File: config.mk
export PLATFORM = sky130hd
export DESIGN_NAME = hostport_master
export DESIGN_NICKNAME = d
export VERILOG_FILES = /design/src/rtl/hpm_pkg.sv /design/src/rtl/hpm_sync.sv /design/src/rtl/hpm_engine.sv /design/src/rtl/hpm_init.sv /design/src/rtl/hostport_master.sv
export SDC_FILE = /design/constraint.sdc
export NUM_CORES = 1
export LEC_CHECK = 0
export BUFFER_PORTS_ARGS = -buffer_cell sky130_fd_sc_hd__buf_4
export CAP_MARGIN = 20
export CORE_ASPECT_RATIO = 0.9
export CORE_UTILIZATION = 43
export CTS_CLUSTER_DIAMETER = 100
export DETAILED_ROUTE_END_ITERATION = 16
export GPL_TIMING_DRIVEN = 0
export PLACE_DENSITY = 0.66
export SETUP_SLACK_MARGIN = 0.5
export SLEW_MARGIN = 0
export SYNTH_ARGS = -nofsm -noshare
export SYNTH_HDL_FRONTEND = slang
export SYNTH_SLANG_ARGS = --single-unit
File: constraint.sdc
create_clock -name clk -period 2 [get_ports clk]
set_input_delay 0.3 -clock clk [delete_from_list [all_inputs] [get_ports clk]]
set_output_delay 0.3 -clock clk [all_outputs]
set_load 0.01 [all_outputs]
File: src/rtl/hpm_pkg.sv
package hpm_pkg;

   typedef enum logic [1:0] {
      HP_SEL_CTRL = 2'b00,
      HP_SEL_DINC = 2'b01,
      HP_SEL_ADDR = 2'b10,
      HP_SEL_DFIX = 2'b11
   } hp_sel_e;

   typedef enum logic [2:0] {
      ENG_IDLE,
      ENG_SETUP,
      ENG_STRB,
      ENG_GAP,
      ENG_TAIL
   } eng_st_e;

   typedef enum logic [2:0] {
      INI_IDLE,
      INI_CTRL_REQ,
      INI_CTRL_WAIT,
      INI_ADDR_REQ,
      INI_ADDR_WAIT
   } ini_st_e;

   function automatic int max3(input int a, input int b, input int c);
      int m;
      m = (a > b) ? a : b;
      return (m > c) ? m : c;
   endfunction

endpackage

File: src/rtl/hpm_sync.sv
module hpm_sync #(
   parameter int STAGES = 2
) (
   input  logic clk,
   input  logic rst_n,
   input  logic d,
   output logic q
);
   logic [STAGES-1:0] ff;

   for (genvar g = 0; g < STAGES; g++) begin : g_stage
      if (g == 0) begin : g_first
         always_ff @(posedge clk or negedge rst_n) begin
            if (!rst_n) ff[g] <= 1'b0;
            else        ff[g] <= d;
         end
      end else begin : g_next
         always_ff @(posedge clk or negedge rst_n) begin
            if (!rst_n) ff[g] <= 1'b0;
            else        ff[g] <= ff[g-1];
         end
      end
   end

   assign q = ff[STAGES-1];
endmodule

File: src/rtl/hpm_engine.sv
module hpm_engine
   import hpm_pkg::*;
#(
   parameter int BYTE_W   = 8,
   parameter int STRB_LOW = 2,
   parameter int GAP_CYC  = 2,
   parameter int GUARD    = 3
) (
   input  logic                  clk,
   input  logic                  rst_n,
   input  logic                  cmd_valid,
   input  hp_sel_e               cmd_sel,
   input  logic                  cmd_rd,
   input  logic [2*BYTE_W-1:0]   cmd_wdata,
   input  logic                  rdy_s,
   output logic                  accept,
   output logic                  idle,
   output logic                  done,
   output logic [2*BYTE_W-1:0]   rdata,
   output logic [1:0]            hp_sel,
   output logic                  hp_rnw,
   output logic                  hp_strb_n,
   output logic                  hp_bytehi,
   output logic [BYTE_W-1:0]     hp_d_o,
   output logic                  hp_d_oe,
   input  logic [BYTE_W-1:0]     hp_d_i
);
   localparam int WORD_W = 2 * BYTE_W;
   localparam int CMAX   = max3(STRB_LOW, GAP_CYC, GUARD);
   localparam int CNT_W  = $clog2(CMAX + 1);

   eng_st_e             st;
   logic [CNT_W-1:0]    cnt;
   hp_sel_e             sel_q;
   logic                rd_q;
   logic                hi_q;
   logic [WORD_W-1:0]   wdata_q;
   logic [BYTE_W-1:0]   lo_q;
   logic [WORD_W-1:0]   rdata_q;
   logic                done_q;

   assign accept = (st == ENG_IDLE) && cmd_valid && rdy_s;

   always_ff @(posedge clk or negedge rst_n) begin
      if (!rst_n) begin
         st      <= ENG_IDLE;
         cnt     <= '0;
         sel_q   <= HP_SEL_CTRL;
         rd_q    <= 1'b1;
         hi_q    <= 1'b0;
         wdata_q <= '0;
         lo_q    <= '0;
         rdata_q <= '0;
         done_q  <= 1'b0;
      end else begin
         done_q <= 1'b0;
         case (st)
            ENG_IDLE: begin
               if (accept) begin
                  sel_q   <= cmd_sel;
                  rd_q    <= cmd_rd;
                  wdata_q <= cmd_wdata;
                  hi_q    <= 1'b0;
                  st      <= ENG_SETUP;
               end
            end
            ENG_SETUP: begin
               cnt <= CNT_W'(STRB_LOW - 1);
               st  <= ENG_STRB;
            end
            ENG_STRB: begin
               if (cnt == '0) begin
                  if (rd_q) begin
                     if (!hi_q) lo_q    <= hp_d_i;
                     else       rdata_q <= {hp_d_i, lo_q};
                  end
                  if (!hi_q) begin
                     cnt <= CNT_W'(GAP_CYC - 2);
                     st  <= ENG_GAP;
                  end else begin
                     cnt <= CNT_W'(GUARD);
                     st  <= ENG_TAIL;
                  end
               end else begin
                  cnt <= cnt - 1'b1;
               end
            end
            ENG_GAP: begin
               if (cnt == '0) begin
                  hi_q <= 1'b1;
                  st   <= ENG_SETUP;
               end else begin
                  cnt <= cnt - 1'b1;
               end
            end
            ENG_TAIL: begin
               if (cnt != '0) begin
                  cnt <= cnt - 1'b1;
               end else if (rdy_s) begin
                  done_q <= 1'b1;
                  st     <= ENG_IDLE;
               end
            end
            default: st <= ENG_IDLE;
         endcase
      end
   end

   assign idle      = (st == ENG_IDLE);
   assign done      = done_q;
   assign rdata     = rdata_q;
   assign hp_sel    = sel_q;
   assign hp_rnw    = rd_q;
   assign hp_strb_n = (st != ENG_STRB);
   assign hp_bytehi = hi_q;
   assign hp_d_o    = hi_q ? wdata_q[WORD_W-1:BYTE_W] : wdata_q[BYTE_W-1:0];
   assign hp_d_oe   = !rd_q && ((st == ENG_SETUP) || (st == ENG_STRB));

   // no bus drive on a read strobe nor the cycle before it
   p_oe_quiet_read_r5: assert property (@(posedge clk) disable iff (!rst_n)
      (!hp_strb_n && hp_rnw) |-> (!hp_d_oe && !$past(hp_d_oe)));

   // sampled controls already settled when the strobe is low
   p_ctl_settled_r2: assert property (@(posedge clk) disable iff (!rst_n)
      !hp_strb_n |-> ($stable(hp_sel) && $stable(hp_rnw) && $stable(hp_bytehi)));

   // a strobe pulse is never a single cycle
   p_strb_min_r4: assert property (@(posedge clk) disable iff (!rst_n)
      $fell(hp_strb_n) |=> !hp_strb_n);

   // completion only after synchronised ready seen high
   p_wait_ready_r8: assert property (@(posedge clk) disable iff (!rst_n)
      $rose(idle) |-> $past(rdy_s));

   // byte identification changes only while the strobe is high
   p_bytehi_edge_r3: assert property (@(posedge clk) disable iff (!rst_n)
      $rose(hp_bytehi) |-> hp_strb_n);
endmodule

File: src/rtl/hpm_init.sv
module hpm_init
   import hpm_pkg::*;
#(
   parameter int WORD_W    = 16,
   parameter int BORD_BIT  = 0,
   parameter int XADDR_BIT = 4
) (
   input  logic               clk,
   input  logic               rst_n,
   input  logic               start,
   input  logic               eng_idle,
   input  logic [WORD_W-1:0]  start_addr,
   input  logic               eng_accept,
   input  logic               eng_done,
   output logic               active,
   output logic               cmd_valid,
   output hp_sel_e            cmd_sel,
   output logic [WORD_W-1:0]  cmd_wdata
);
   localparam logic [WORD_W-1:0] CTRL_WORD =
      (WORD_W'(1) << BORD_BIT) | (WORD_W'(1) << XADDR_BIT);

   ini_st_e            st;
   logic [WORD_W-1:0]  addr_q;

   always_ff @(posedge clk or negedge rst_n) begin
      if (!rst_n) begin
         st     <= INI_IDLE;
         addr_q <= '0;
      end else begin
         case (st)
            INI_IDLE: if (start && eng_idle) begin
               addr_q <= start_addr;
               st     <= INI_CTRL_REQ;
            end
            INI_CTRL_REQ:  if (eng_accept) st <= INI_CTRL_WAIT;
            INI_CTRL_WAIT: if (eng_done)   st <= INI_ADDR_REQ;
            INI_ADDR_REQ:  if (eng_accept) st <= INI_ADDR_WAIT;
            INI_ADDR_WAIT: if (eng_done)   st <= INI_IDLE;
            default:                       st <= INI_IDLE;
         endcase
      end
   end

   assign active    = (st != INI_IDLE);
   assign cmd_valid = (st == INI_CTRL_REQ) || (st == INI_ADDR_REQ);
   assign cmd_sel   = (st == INI_ADDR_REQ) ? HP_SEL_ADDR : HP_SEL_CTRL;
   assign cmd_wdata = (st == INI_ADDR_REQ) ? addr_q : CTRL_WORD;

   // the sequence never issues a command while the engine is mid-access
   p_init_cmd_idle_r11: assert property (@(posedge clk) disable iff (!rst_n)
      (cmd_valid && !eng_idle) |-> !eng_accept);
endmodule

File: src/rtl/hostport_master.sv
module hostport_master
   import hpm_pkg::*;
#(
   parameter int BYTE_W      = 8,
   parameter int STRB_LOW    = 2,
   parameter int GAP_CYC     = 2,
   parameter int SYNC_STAGES = 2,
   parameter int BORD_BIT    = 0,
   parameter int XADDR_BIT   = 4
) (
   input  logic                 clk,
   input  logic                 rst_n,
   input  logic                 req_valid,
   input  logic [1:0]           req_sel,
   input  logic                 req_rd,
   input  logic [2*BYTE_W-1:0]  req_wdata,
   input  logic                 init_start,
   input  logic [2*BYTE_W-1:0]  init_addr,
   output logic                 busy,
   output logic                 done,
   output logic [2*BYTE_W-1:0]  rdata,
   output logic [1:0]           hp_sel,
   output logic                 hp_rnw,
   output logic                 hp_strb_n,
   output logic                 hp_bytehi,
   output logic [BYTE_W-1:0]    hp_d_o,
   output logic                 hp_d_oe,
   input  logic [BYTE_W-1:0]    hp_d_i,
   input  logic                 hp_ready
);
   localparam int WORD_W = 2 * BYTE_W;
   localparam int GUARD  = SYNC_STAGES + 1;

   if (STRB_LOW < 2) begin : g_bad_strb
      $error("STRB_LOW must be at least 2");
   end
   if (GAP_CYC < 2) begin : g_bad_gap
      $error("GAP_CYC must be at least 2");
   end
   if (SYNC_STAGES < 2) begin : g_bad_sync
      $error("SYNC_STAGES must be at least 2");
   end
   if (BORD_BIT >= WORD_W || XADDR_BIT >= WORD_W || BORD_BIT == XADDR_BIT) begin : g_bad_bits
      $error("control bit positions out of range or overlapping");
   end

   logic               rdy_s;
   logic               eng_accept, eng_idle, eng_done;
   logic               ini_active, ini_valid;
   hp_sel_e            ini_sel;
   logic [WORD_W-1:0]  ini_wdata;
   logic               cmd_valid, cmd_rd;
   hp_sel_e            cmd_sel;
   logic [WORD_W-1:0]  cmd_wdata;
   logic               local_go;

   hpm_sync #(.STAGES(SYNC_STAGES)) u_sync (
      .clk(clk), .rst_n(rst_n), .d(hp_ready), .q(rdy_s)
   );

   hpm_init #(.WORD_W(WORD_W), .BORD_BIT(BORD_BIT), .XADDR_BIT(XADDR_BIT)) u_init (
      .clk(clk), .rst_n(rst_n), .start(init_start), .eng_idle(eng_idle),
      .start_addr(init_addr), .eng_accept(eng_accept), .eng_done(eng_done),
      .active(ini_active), .cmd_valid(ini_valid), .cmd_sel(ini_sel),
      .cmd_wdata(ini_wdata)
   );

   assign local_go  = req_valid && !ini_active && !init_start;
   assign cmd_valid = ini_active ? ini_valid : local_go;
   assign cmd_sel   = ini_active ? ini_sel   : hp_sel_e'(req_sel);
   assign cmd_rd    = ini_active ? 1'b0      : req_rd;
   assign cmd_wdata = ini_active ? ini_wdata : req_wdata;

   hpm_engine #(.BYTE_W(BYTE_W), .STRB_LOW(STRB_LOW), .GAP_CYC(GAP_CYC), .GUARD(GUARD)) u_eng (
      .clk(clk), .rst_n(rst_n), .cmd_valid(cmd_valid), .cmd_sel(cmd_sel),
      .cmd_rd(cmd_rd), .cmd_wdata(cmd_wdata), .rdy_s(rdy_s),
      .accept(eng_accept), .idle(eng_idle), .done(eng_done), .rdata(rdata),
      .hp_sel(hp_sel), .hp_rnw(hp_rnw), .hp_strb_n(hp_strb_n),
      .hp_bytehi(hp_bytehi), .hp_d_o(hp_d_o), .hp_d_oe(hp_d_oe), .hp_d_i(hp_d_i)
   );

   assign busy = !eng_idle || ini_active;
   assign done = eng_done;

   // done lasts exactly one cycle
   p_done_pulse_r7: assert property (@(posedge clk) disable iff (!rst_n)
      done |=> !done);

   // busy only starts from a request or start pulse
   p_busy_cause_r10: assert property (@(posedge clk) disable iff (!rst_n)
      $rose(busy) |-> $past(req_valid || init_start));

   // no access starts while synchronised ready is low
   p_no_start_unready_r9: assert property (@(posedge clk) disable iff (!rst_n)
      (eng_idle && !rdy_s) |=> eng_idle);
endmodule

; ---- Word level (Yosys, flattened, before mapping)
; Index checks and enable logic that the tools add are counted.
[word_totals]
output_inout_bits = 32
in_bits = 48
ff_bits = 71
elab_cells = 95
[classes]
n_mux = 31
n_addsub = 1
n_reduce_logical = 28
bitwise = 1
eq_ne = 21
[ops]
columns = op, count
row1 = 3-bit 2-to-1 mux, 11
row2 = 16-bit 2-to-1 mux, 2
row3 = 3-bit one-hot mux with 5 select lines, 2
row4 = "3-bit by 2-bit == test with 1-bit output, second input constant", 4
row5 = 2-bit 2-to-1 mux, 6
row6 = "2-bit by 1-bit != test with 1-bit output, second input constant", 6
row7 = "2-bit != test, second input constant", 6
row8 = 5-bit AND reduction, 2
row9 = 8-bit 2-to-1 mux, 1
row10 = 2-bit one-hot mux with 4 select lines, 1
row11 = 4-bit AND reduction, 2
row12 = 1-bit 2-to-1 mux, 7
row13 = "3-bit by 1-bit == test with 1-bit output, second input constant", 2
row14 = "3-bit == test, second input constant", 2
row15 = 1-bit logical AND, 6
row16 = 3-bit logical NOT, 2
row17 = 3-bit AND reduction, 2
row18 = 1-bit logical NOT, 4
row19 = 2-bit AND reduction, 2
row20 = 2-bit nonzero test, 2
row21 = 4-bit nonzero test, 1
row22 = 1-bit logical OR, 3
row23 = "3-bit by 2-bit != test with 1-bit output, second input constant", 1
row24 = 3-bit nonzero test, 1
row25 = 4 further kinds, 4

; ---- Logic depth before layout (Yosys ltp)
; Gate-level depths: netlist of run 1.
[depth]
word_depth = 9
mapped_depth = 6
mapped_depth_nobuf = 5

; ---- Hierarchy
; A second synthesis of run 1 with hierarchy kept.
[hier_totals]
hier_cells = 259
area_unflattened_um2 = 3544.6
[by_module_without_submodules]
columns = mod, cells_per_inst, n_inst, seq_area_each_um2, area_per_inst_um2
row1 = hpm_engine, 162, 1, 1252.5, 2239.6
row2 = hpm_init, 70, 1, 475.5, 935.9
row3 = hostport_master, 25, 1, 0.0, 319.1
row4 = hpm_sync, 2, 1, 50.0, 50.0

; ---- Worst setup path before layout of run 1
; No wires, ideal clock.
[synth_timing]
kind = flip-flop to flip-flop
start = register u_eng.cnt[0]
end = register u_eng.rdata_q[10], in the netlist u_eng.rdata[10]
n_path_buf = 2
setup_ns = 0.125
period_less_slack_ns = 1.658
path_stages_with_launch = 7
arrival_ns = 1.533
path_slack_ns = 0.342
t_required_ns = 1.875
cell_sequence = dfrtp_1 -> inv_1 -> ha_1 -> clkbuf_1 -> nand4_4 -> buf_6 -> mux2_4
[synth_between]
elab_chain_cells = 2
[synth_rtl]
columns = item, line_no
row1 = start: declaration, hpm_engine.sv:33  ; logic [CNT_W-1:0] cnt;
row2 = start signal: assignment, hpm_engine.sv:68  ; cnt <= CNT_W'(STRB_LOW - 1);
row3 = start signal: assignment, hpm_engine.sv:78  ; cnt <= CNT_W'(GAP_CYC - 2);
row4 = start signal: assignment, hpm_engine.sv:81  ; cnt <= CNT_W'(GUARD);
row5 = 2-bit logical NOT, hpm_engine.sv:72  ; if (cnt == '0) begin
row6 = 4-bit AND reduction (no line), n/a
row7 = end signal: assignment, hpm_engine.sv:75  ; else rdata_q <= {hp_d_i, lo_q};
row8 = end: declaration, hpm_engine.sv:39  ; logic [WORD_W-1:0] rdata_q;
; Every way passes these cells.
; A chain may end at the register's enable or synchronous reset.

; ---- Final worst setup path of run 1
[layout_timing]
start = register u_eng.st[0]
end = register u_eng.lo_q[1]
[layout_between]
elab_chain_cells = 2
[layout_rtl]
columns = item, line_no
row1 = start: declaration, hpm_engine.sv:32  ; eng_st_e st;
row2 = start signal: assignment, hpm_engine.sv:46  ; st <= ENG_IDLE;
row3 = start signal: assignment, hpm_engine.sv:64  ; st <= ENG_SETUP;
row4 = start signal: assignment, hpm_engine.sv:69  ; st <= ENG_STRB;
row5 = 3-bit by 2-bit == test with 1-bit output, hpm_engine.sv:57  ; case (st)
row6 = 4-bit AND reduction (no line), n/a
row7 = end signal: assignment, hpm_engine.sv:74  ; if (!hi_q) lo_q <= hp_d_i;
row8 = end: declaration, hpm_engine.sv:38  ; logic [BYTE_W-1:0] lo_q;
; Every way passes these cells.

==> results.ini, run 1 <==
[clock_tree]
cts_buffers=9
hold_buffers=0
insertion_delay_ns=0.34
cts.sinks=71
cts_tree=built
htreeDepth=3
clkSlewWorstSetupHoldPaths_ns=0.08
clockRootBuffer=clkbuf_8
cts_buffer_depth=2

[worst_setup_path]
required_ns=2.23
cp_max_fo=8
cp-start-kind=register
timing.rr.start=u_eng.st[0]$_DFFE_PN0P_
crit_path_cell_trace=buf_6 -> nor3b_4 -> buf_6 -> and4_1 -> buf_6 -> mux2_4
slowest_stage=dfrtp_2
startpoint=u_eng.st[0]$_DFFE_PN0P_
worst_setup_path_end_kind=register
crit_type=reg2reg
cp_common_cell=buf_6
crit_arrival_ns=1.97
max_stage_delay_ns=0.45

[sta]
hold_violations=0
layout_setup_ws_ns=0.261
finalSetupTns_ns=0
fin_crit_ns=1.74
worst_pin_slew_ns=0.899
maxSlewViolCount=0
fin_skew_ns=0.00537
slew_headroom_pct=40.0
finalCritPeriodShare_pct=86.9
rsz0062_at_grt=true
report.final.setup_viol=0
timing.fmax_mhz=575

[layout]
final_cell_mix=buf_4, dfrtp_1, mux2_4
finalInstanceArea_um2=5110
fillers=592
antenna_cells=0
area_growth_pct=48.2
drive_gt1_share_pct=62.8
final_common_cell=buf_4
final_util_pct=66.7
finalNetCount=461

[floorplan]
dieWidth_um=96.3
rows=30
die_h_um=86.9
dieArea_um2=8370
floorplan.initialDensity_pct=45.0
core_region_area_um2=7660
ios=80

[global_route]
grt_pass1_wl_um=13900
grt_usage_pct=22.4
grt_pass1_vias=2632
overflow=0
antenna_found_initial=0
grt_max_degree=72

[synthesis]
synth_edf_count=0
ys_top_cells_by_area=dfrtp_1, mux2_2, mux2_4, or3b_2, a21oi_1
synthArstFlopShare_pct=100
syn_avg_cell_area_um2=12.2
synth_cell_type_count=43
ys.flop_type=dfrtp_1
synth_fp_nets=331
ys_warn_count=0
synth.top_cell.area_share_pct=50.9
synth_top_area_cell=dfrtp_1
ys_ff_latch=71
netlist_instances=282
ys_seq_area_share_pct=51.6
synth_area_um2=3440

[placement]
globalplace.congestion=0.796
portBuffers=79
post-place-ws_ns=0.138
place_area_um2=4200
dp_hpwl_um=5500

[drt]
drc=0
ant_nets=0
drt-initial-drc-count=150
firstDrtPassIters=4
wl_per_cell_um=18.0
drt-vias-per-instance=5.34
vias=2738
routed_wirelength_um=9230

[hold_path]
hold_class=in2reg
hold_start=hp_ready

[status]
status=finished clean

[pwr]
power.internal_mw=5.08
p_sw_share_pct=35.0
clkPwrFrac_pct=15.3
p_leak_nw=2.45
ir_drop_mv=0.699
power_mw=7.80
comb_power_share_pct=53.9
powerDensity_nw_per_um2=1530
seqPwrFrac_pct=30.9
power.switching_mw=2.73

[flow_run]
maxCapViolations=0

-- power groups by stage --
stage	clock (mW)	combinational, mW	sequential (mW)
final	1.19	4.20	2.41
after global routing	1.28	4.52	2.48
after CTS	1.22	3.52	2.37
after detailed placement	0	2.90	2.40
after global placement	0	2.85	2.39
after floorplan	0	1.90	2.38
-- cell type report --
cell class | count | area (µm²) | area share, %
multi-input combinational | 180 | 1720 | 33.6
sequential | 71 | 1780 | 34.9
clock inverter | 6 | 68.8 | 1.35
timing repair buffer | 119 | 1040 | 20.3
clock buffer | 10 | 138 | 2.70
tap | 96 | 120 | 2.35
inverter | 10 | 42.5 | 0.833
buffer | 21 | 203 | 3.97
-- sequential cells by signal, summed over array words and instances (netlist names) --
register and count:
u_eng.wdata_q 16, u_sync.ff 1, u_eng.st 3, u_sync.q 1, u_eng.rdata 16, u_eng.done 1, u_eng.hp_rnw 1, u_eng.hp_sel 2
u_eng.hp_bytehi 1, u_init.addr_q 16, u_init.st 3, u_eng.cnt 2, u_eng.lo_q 8
-- path summary, 6_finish.rpt --
check / depth (start not counted) / slack (ns) / end
worst max-delay path: 6 / 0.26 / u_eng.lo_q[1]$_DFFE_PN0P_
worst min-delay path: 1 / 0.06 / u_sync.ff[0]$_DFF_PN0_
worst max register to register: 6 / 0.26 / u_eng.lo_q[1]$_DFFE_PN0P_
worst min register to register: 0 / 0.36 / u_sync.q$_DFF_PN0_
max in group asynchronous: 1 / 1.29 / u_eng.st[0]$_DFFE_PN0P_
min in group asynchronous: 1 / 0.07 / u_init.addr_q[1]$_DFFE_PN0P_
-- metrics by stage --
step           hold WS (ns)  cells
2_1_floorplan       0.00441    282
3_3_place_gp          0.336    457
3_5_place_dp          0.345    457
4_1_cts              0.0468    497
5_1_grt              0.0361    513
6_report             0.0620    513
-- cells in the mapped netlist (2+ instances only) --
| cell | number |
|---|---|
| a21oi_1 | 24 |
| mux2_2 | 51 |
| dfrtp_1 | 70 |
| nand2b_1 | 2 |
| buf_2 | 3 |
| nor2_1 | 5 |
| o2111a_1 | 2 |
| clkbuf_1 | 12 |
| o21ai_0 | 8 |
| or3b_2 | 15 |
| buf_4 | 3 |
| nor2b_1 | 2 |
| nor3_2 | 2 |
| nand3_1 | 14 |
| inv_1 | 10 |
| or3_1 | 4 |
| mux2_4 | 10 |
| mux2i_1 | 4 |
| a32oi_1 | 2 |
| buf_6 | 2 |
| nand3b_1 | 4 |
| nand2_1 | 12 |
-- what timing repair did --
| item | in CTS | in global routing |
|---|---|---|
| gates cloned | 2 | 2 |
| endpoints found under the hold margin | 0 | 0 |
| endpoints found under the setup margin | 70 | 77 |
| gates resized for setup | 52 | 59 |
| pin swaps | 9 | 11 |
| buffers inserted | 22 | 14 |
-- worst max-delay path, delay by kind of cell (launching register included) --
kind	cells	cell delay, ns
flip-flops	1	0.45
buffers and inverters	3	0.45
multiplexers	1	0.32
AND/OR/NAND/NOR	2	0.41
-- cell families (layout without fill, tap and decap cells) --
kind of cell,after synthesis,in the layout,share of synthesized area (%)
adders and majority gates,1,1,0.363
DFF,71,71,51.6
muxes,65,65,22.2
AOI/OAI and AO/OA,45,45,8.14
buffers and inverters,31,166,4.25
and+or+nand+nor,69,69,13.4
-- metal layers --
| metal | up-vias | global-route usage (%) | wire (µm) |
|---|---|---|---|
| li1 | 1282 | - | - |
| met1 | 1373 | 33.7 | 4320 |
| met2 | 73 | 32.7 | 4420 |
| met3 | 10 | 4.97 | 380 |
| met4 | 0 | 5.61 | 110 |
| met5 | - | 0 | 0 |
(Power assumes the default switching activity.)
==> inputs of run 2 (changes only) <==
--- a/config.mk
+++ b/config.mk
@@ -17,4 +17,5 @@
 export SLEW_MARGIN = 0
 export SYNTH_ARGS = -nofsm -noshare
 export SYNTH_HDL_FRONTEND = slang
+export SYNTH_HIERARCHICAL = 1
 export SYNTH_SLANG_ARGS = --single-unit
==> run 2 against run 1 <==
  * The flow now finishes with violations (DRC, setup timing)
  * Sequential power up 2%
  * Maximum frequency down 16%
  * Design area up 2.1%
  * Count of clock-buffer cells in the layout down 1
  * Non-clock buffer count down 12
  * Synthesized cell count down 8.2%
  * Clock skew about the same
  * Critical path depth up 1
  * Global-route usage down 2.6 points
  * Power up 5.7%
==> results.ini, run 2 <==
[status]
status=complete, but fails checks
violations=DRC, setup timing

[layout]
final_util_pct=64.9
fillers=591
multi_input_area_um2=1790
final_common_cell=buf_4
antenna_cells=0
finalInstanceArea_um2=5210
final_cell_mix=buf_4, dfrtp_1, mux2_4
finalNetCount=430
area_growth_pct=47.1
seq_area_um2=1780
drive_gt1_share_pct=67.4

[global_route]
grt_max_degree=72
antenna_found_initial=0
grt_usage_pct=19.8
grt_pass1_wl_um=13000
overflow=0
grt_pass1_vias=2495

[clock_tree]
clkSlewWorstSetupHoldPaths_ns=0.08
htreeDepth=3
insertion_delay_ns=0.34
clockRootBuffer=clkbuf_8
cts_tree=built
cts_buffers=9
hold_buffers=0
cts.sinks=71
cts_buffer_depth=2

[sta]
timing.hold.ws_ns=0.0592
fin_skew_ns=0.00559
slew_headroom_pct=39.7
layout_setup_ws_ns=-0.0790
report.final.setup_viol=21
rsz0062_at_grt=true
timing.fmax_mhz=481
hold_violations=0
finalCritPeriodShare_pct=104
maxSlewViolCount=0
worst_pin_slew_ns=0.905
fin_crit_ns=2.08

[worst_setup_path]
crit_type=reg2reg
max_stage_delay_ns=0.40
r2r_cells=7
startpoint=u_init/st[0]$_DFFE_PN0P_
setup.worst_path.end=u_eng/hp_sel[1]$_DFFE_PN0P_
crit_path_cell_trace=or3_4 -> nand2b_4 -> o21ai_2 -> nand3b_1 -> or3_4 -> clkbuf_16 -> mux2_2
slowest_stage=or3_4
r2r-end=u_eng/hp_sel[1]$_DFFE_PN0P_
cp-start-kind=register
reg2reg_slack_ns=-0.08
worst_setup_path_end_kind=register
worstSetupPathDepth=7
timing.rr.start=u_init/st[0]$_DFFE_PN0P_
cp_max_fo=5
required_ns=2.23
path_buf_inv=1
cp_top_family=simple AND/OR/NAND/NOR gates
crit_arrival_ns=2.31
cp_common_cell=or3_4

[drt]
firstDrtPassIters=12
drc=14
ant_nets=0
routed_wirelength_um=8060
vias=2430
drt-vias-per-instance=5.01
wl_per_cell_um=16.6
drt-initial-drc-count=100

[floorplan]
ios=80
dieWidth_um=97.7
die_h_um=88.1
floorplan.initialDensity_pct=44.1
rows=31
dieArea_um2=8610
core_region_area_um2=8030

[pwr]
p_leak_nw=2.60
ir_drop_mv=0.719
powerDensity_nw_per_um2=1580

[synthesis]
synth_fp_nets=308
synth.most_common_cell=dfrtp_1
synth_edf_count=0
synth_area_um2=3540
ys_ff_latch=71
syn_avg_cell_area_um2=13.7
synthArstFlopShare_pct=100
synth.top_cell.area_share_pct=49.4
ys_warn_count=6
synth_cell_type_count=44
netlist_instances=259
ys_seq_area_share_pct=50.2
synth_top_area_cell=dfrtp_1
netlist_top_cells_count=dfrtp_1, mux2_2, mux2_4
ys_top_cells_by_area=dfrtp_1, mux2_4, mux2_2, and2_1, nand2_1
ys.flop_type=dfrtp_1

[flow_run]
maxCapViolations=0

[hold_path]
hold_class=in2reg

[placement]
place_area_um2=4340
portBuffers=79
dp_hpwl_um=4970
post-place-ws_ns=-0.238
globalplace.congestion=0.757

[run 2: changes by cell type in the layout (fill, tap and decap cells not counted), moves of 7 or more]
cell	before	now
a21oi_1	23	3
mux2_4	37	57
or3b_2	15	0
and2_1	1	14
nand3_1	14	1
buf_4	94	85
buf_12	1	8
clkbuf_2	8	1
[run 2: how the worst min path moves through the flow]
| stage | start | cells past startpoint | to | slack, ns |
|---|---|---|---|---|
| 2_1_floorplan | rst_n | 0 | u_eng/cnt[0]$_DFFE_PN0P_ | 0.004 |
| 3_3_place_gp | u_sync/ff[0]$_DFF_PN0_ | 0 | u_sync/q$_DFF_PN0_ | 0.34 |
| 3_5_place_dp | u_sync/ff[0]$_DFF_PN0_ | 0 | u_sync/q$_DFF_PN0_ | 0.35 |
| 4_1_cts | hp_ready | 1 | u_sync/ff[0]$_DFF_PN0_ | 0.05 |
| 5_1_grt | hp_ready | 1 | u_sync/ff[0]$_DFF_PN0_ | 0.03 |
| 6_report | hp_ready | 1 | u_sync/ff[0]$_DFF_PN0_ | 0.06 |
[run 2: worst register-to-register path: cells and delay by family, from the launching register on]
kind,cells,cell delay [ns]
multiplexers,1,0.27
AND/OR/NAND/NOR,4,1.04
flip-flops,1,0.39
buffers and inverters,1,0.18
AO/OA/AOI/OAI,1,0.10
[run 2: kinds of logic after synthesis]
kind of cell,share of synthesized area [%]
mux,30.9
flops,50.2
simple gates,10.2
buf+inv,4.06
compound gates,3.92
fa+ha+maj,0.353
other cells,0.106
xor+xnor,0.247
[run 2: per-layer routing]
metal  share of wire [%]  track usage [%]  up-vias  wire length (µm)
met1                  45             25.0     1190              3670
met3                 6.6             7.66       10               532
met4                 1.0             4.96        0                83
met2                  47             32.4       79              3780
li1                    -                -     1151                 -
met5                   0                0        -                 0
[run 2: repair_timing]
item                                    CTS  global route
cloned                                    2             1
endpoints found under the setup margin   78            78
resized for setup                        63            27
pin swaps                                 8            15
buffers inserted                         22             7
[run 2: cell type report]
class	instances	area share (%)
buffer	17	4.51
clock inverter	7	2.30
tap	99	2.38
timing repair buffer	111	19.3
multi-input combinational	165	34.3
inverter	6	0.672
sequential	71	34.1
clock buffer	9	2.38
[run 2: through the flow]
step	std cells	power, mW	TNS (ns)
floorplan	259	4.77	-1.35
global placement	437	5.75	-3.45
detailed placement	437	5.85	-4.14
CTS	477	8.02	-0.812
global route	485	8.73	-3.01
finish	485	8.25	-1.33
[run 2: where the power goes]
group          total, mW  internal [mW]  switching, mW  leakage (nW)
logic               4.39           2.77           1.62          1.61
clock network       1.39          0.832          0.558         0.120
registers           2.47           2.10          0.374         0.874
==> inputs of run 3 (changes only) <==
--- a/config.mk
+++ b/config.mk
@@ -10,10 +10,10 @@
 export CORE_ASPECT_RATIO = 0.9
 export CORE_UTILIZATION = 43
 export CTS_CLUSTER_DIAMETER = 100
+export CTS_CLUSTER_SIZE = 14
 export DETAILED_ROUTE_END_ITERATION = 16
 export GPL_TIMING_DRIVEN = 0
 export PLACE_DENSITY = 0.66
-export SETUP_SLACK_MARGIN = 0.5
 export SLEW_MARGIN = 0
 export SYNTH_ARGS = -nofsm -noshare
 export SYNTH_HDL_FRONTEND = slang
==> run 3 against run 2 <==
  * The run still ends with DRC, setup timing left
  * Global-route usage is 1.8 points lower
  * Sequential cell count stayed put
  * Count of clock-buffer cells in the layout is 1 higher
  * Combinational power is 23% lower
  * Power is 17% lower
  * Non-clock buffer count is 27 lower
  * Final cell count is 5.6% lower
  * Worst hold slack better by 0.0044 ns
  * First-iteration DRC count is 27% lower
  * Routed wire length is 13% lower
  * Largest cell class is now sequential cells
==> results.ini, run 3 (synthesis gave the netlist of run 2 again) <==
[worst_setup_path]
setup.worst_path.end=u_eng/wdata_q[3]$_DFFE_PN0P_
startpoint=u_init/st[0]$_DFFE_PN0P_
slowest_stage=or3_4
crit_arrival_ns=2.35
r2r-end=u_eng/wdata_q[3]$_DFFE_PN0P_
r2r_cells=9
crit_path_cell_trace=or3_4 -> buf_4 -> buf_12 -> nand2_1 -> o21ai_2 -> nand3b_1 -> or3_4 -> clkbuf_8 -> mux2_2
cp_top_family=simple AND/OR/NAND/NOR gates
cp-start-kind=register
reg2reg_slack_ns=-0.12
cp_common_cell=or3_4
cp_max_fo=10
max_stage_delay_ns=0.40
crit_type=reg2reg
required_ns=2.22
worst_setup_path_end_kind=register
timing.rr.start=u_init/st[0]$_DFFE_PN0P_
path_buf_inv=3
worstSetupPathDepth=9

[sta]
maxSlewViolCount=0
rsz0062_at_grt=true
timing.fmax_mhz=471
layout_setup_ws_ns=-0.123
slew_headroom_pct=40.3
hold_violations=0
fin_skew_ns=0.0112
worst_pin_slew_ns=0.896
report.final.setup_viol=22
timing.hold.ws_ns=0.0636
fin_crit_ns=2.12
finalCritPeriodShare_pct=106

[drt]
vias=2300
wl_met3_um=579
wl_per_cell_um=15.3
routed_wirelength_um=7030
wl_met2_um=3320
drt-vias-per-instance=5.02
wl_met1_um=3090
drt-initial-drc-count=73
firstDrtPassIters=10
ant_nets=0
route.top_layer_used=met4
drc=10

[global_route]
grt_usage_pct=18.0
antenna_found_initial=0
overflow=0
grt_pass1_wl_um=11700
grt_pass1_vias=2330
grt_max_degree=72

[floorplan]
floorplan.initialDensity_pct=44.1
dieWidth_um=97.7
ios=80
rows=31
die_h_um=88.1
dieArea_um2=8610
core_region_area_um2=8030

[pwr]
p_leak_nw=2.26
ir_drop_mv=0.696
powerDensity_nw_per_um2=1510

[placement]
globalplace.congestion=0.748
place_area_um2=4290
dp_hpwl_um=4850
portBuffers=79

[layout]
area_growth_pct=28.2
final_cell_mix=buf_4, dfrtp_1, mux2_2
finalNetCount=403
drive_gt1_share_pct=60.4
final_common_cell=buf_4
finalInstanceArea_um2=4550
antenna_cells=0
final_util_pct=56.6

[status]
status=complete, but fails checks
violations=DRC, setup timing

[clock_tree]
htreeDepth=3
clockRootBuffer=clkbuf_8
hold_buffers=0
cts_buffer_depth=2
insertion_delay_ns=0.34
clkSlewWorstSetupHoldPaths_ns=0.08
cts_buffers=9
cts_tree=built
cts.sinks=71

[hold_path]
hold_class=in2async

[flow_run]
maxCapViolations=0

==> run 3: cell count changes in the layout (fill, tap and decap cells not counted), sizes merged <==
cell    previous run  this run
clkinv             3         5
buf              122        94
bufinv             3         0
clkbuf            15        17
==> run 3: worst min-delay path by stage <==
stage                           start                       end  cells past startpoint
2_1_floorplan                   rst_n  u_eng/cnt[0]$_DFFE_PN0P_                      0
3_3_place_gp   u_sync/ff[0]$_DFF_PN0_        u_sync/q$_DFF_PN0_                      0
4_1_cts                      hp_ready    u_sync/ff[0]$_DFF_PN0_                      1
3_5_place_dp   u_sync/ff[0]$_DFF_PN0_        u_sync/q$_DFF_PN0_                      0
5_1_grt                      hp_ready    u_sync/ff[0]$_DFF_PN0_                      1
6_report                        rst_n  u_eng/cnt[0]$_DFFE_PN0P_                      1
==> run 3: area by class of cell <==
cell class / count / area, µm²
Multi-Input combinational cell: 165 / 1660
Fill cell: 695 / 3480
Sequential cell: 71 / 1780
Clock inverter: 6 / 36.3
Inverter: 6 / 22.5
Clock buffer: 10 / 138
Buffer: 17 / 156
Tap cell: 99 / 124
Timing Repair Buffer: 84 / 631
==> run 3: timing repair <==
item                                    in CTS  in global routing
pin swaps                                    1                  3
setup buffers                                5                  0
gates resized for setup                      6                 11
endpoints found under the setup margin      41                 51
==> run 3: stage by stage <==
step / instances / power [mW] / TNS [ns] / setup WS [ns]
after global routing: 458 / 7.36 / -4.51 / -0.242
final: 458 / 6.86 / -1.92 / -0.123
after global placement: 437 / 5.65 / -4.06 / -0.207
after detailed placement: 437 / 5.75 / -4.98 / -0.225
after CTS: 458 / 6.89 / -1.93 / -0.117
after floorplan: 259 / 4.68 / -1.37 / -0.0802
==> run 3: worst reg2reg max path, stage by stage (launching register included) <==
cell and delay (ns):
dfrtp_1 0.39, or3_4 0.40, buf_4 0.16, buf_12 0.14, nand2_1 0.07, o21ai_2 0.05
nand3b_1 0.11, or3_4 0.15, clkbuf_8 0.18, mux2_2 0.34
==> run 3: power breakdown <==
part | switching [mW] | internal [mW]
logic | 1.33 | 2.06
clock network | 0.539 | 0.477
registers | 0.366 | 2.10
==> run 3: metal layers <==
layer,global-route usage (%),vias up
met5,0,-
li1,-,1099
met3,7.58,7
met1,22.6,1119
met2,29.4,75
met4,4.13,0
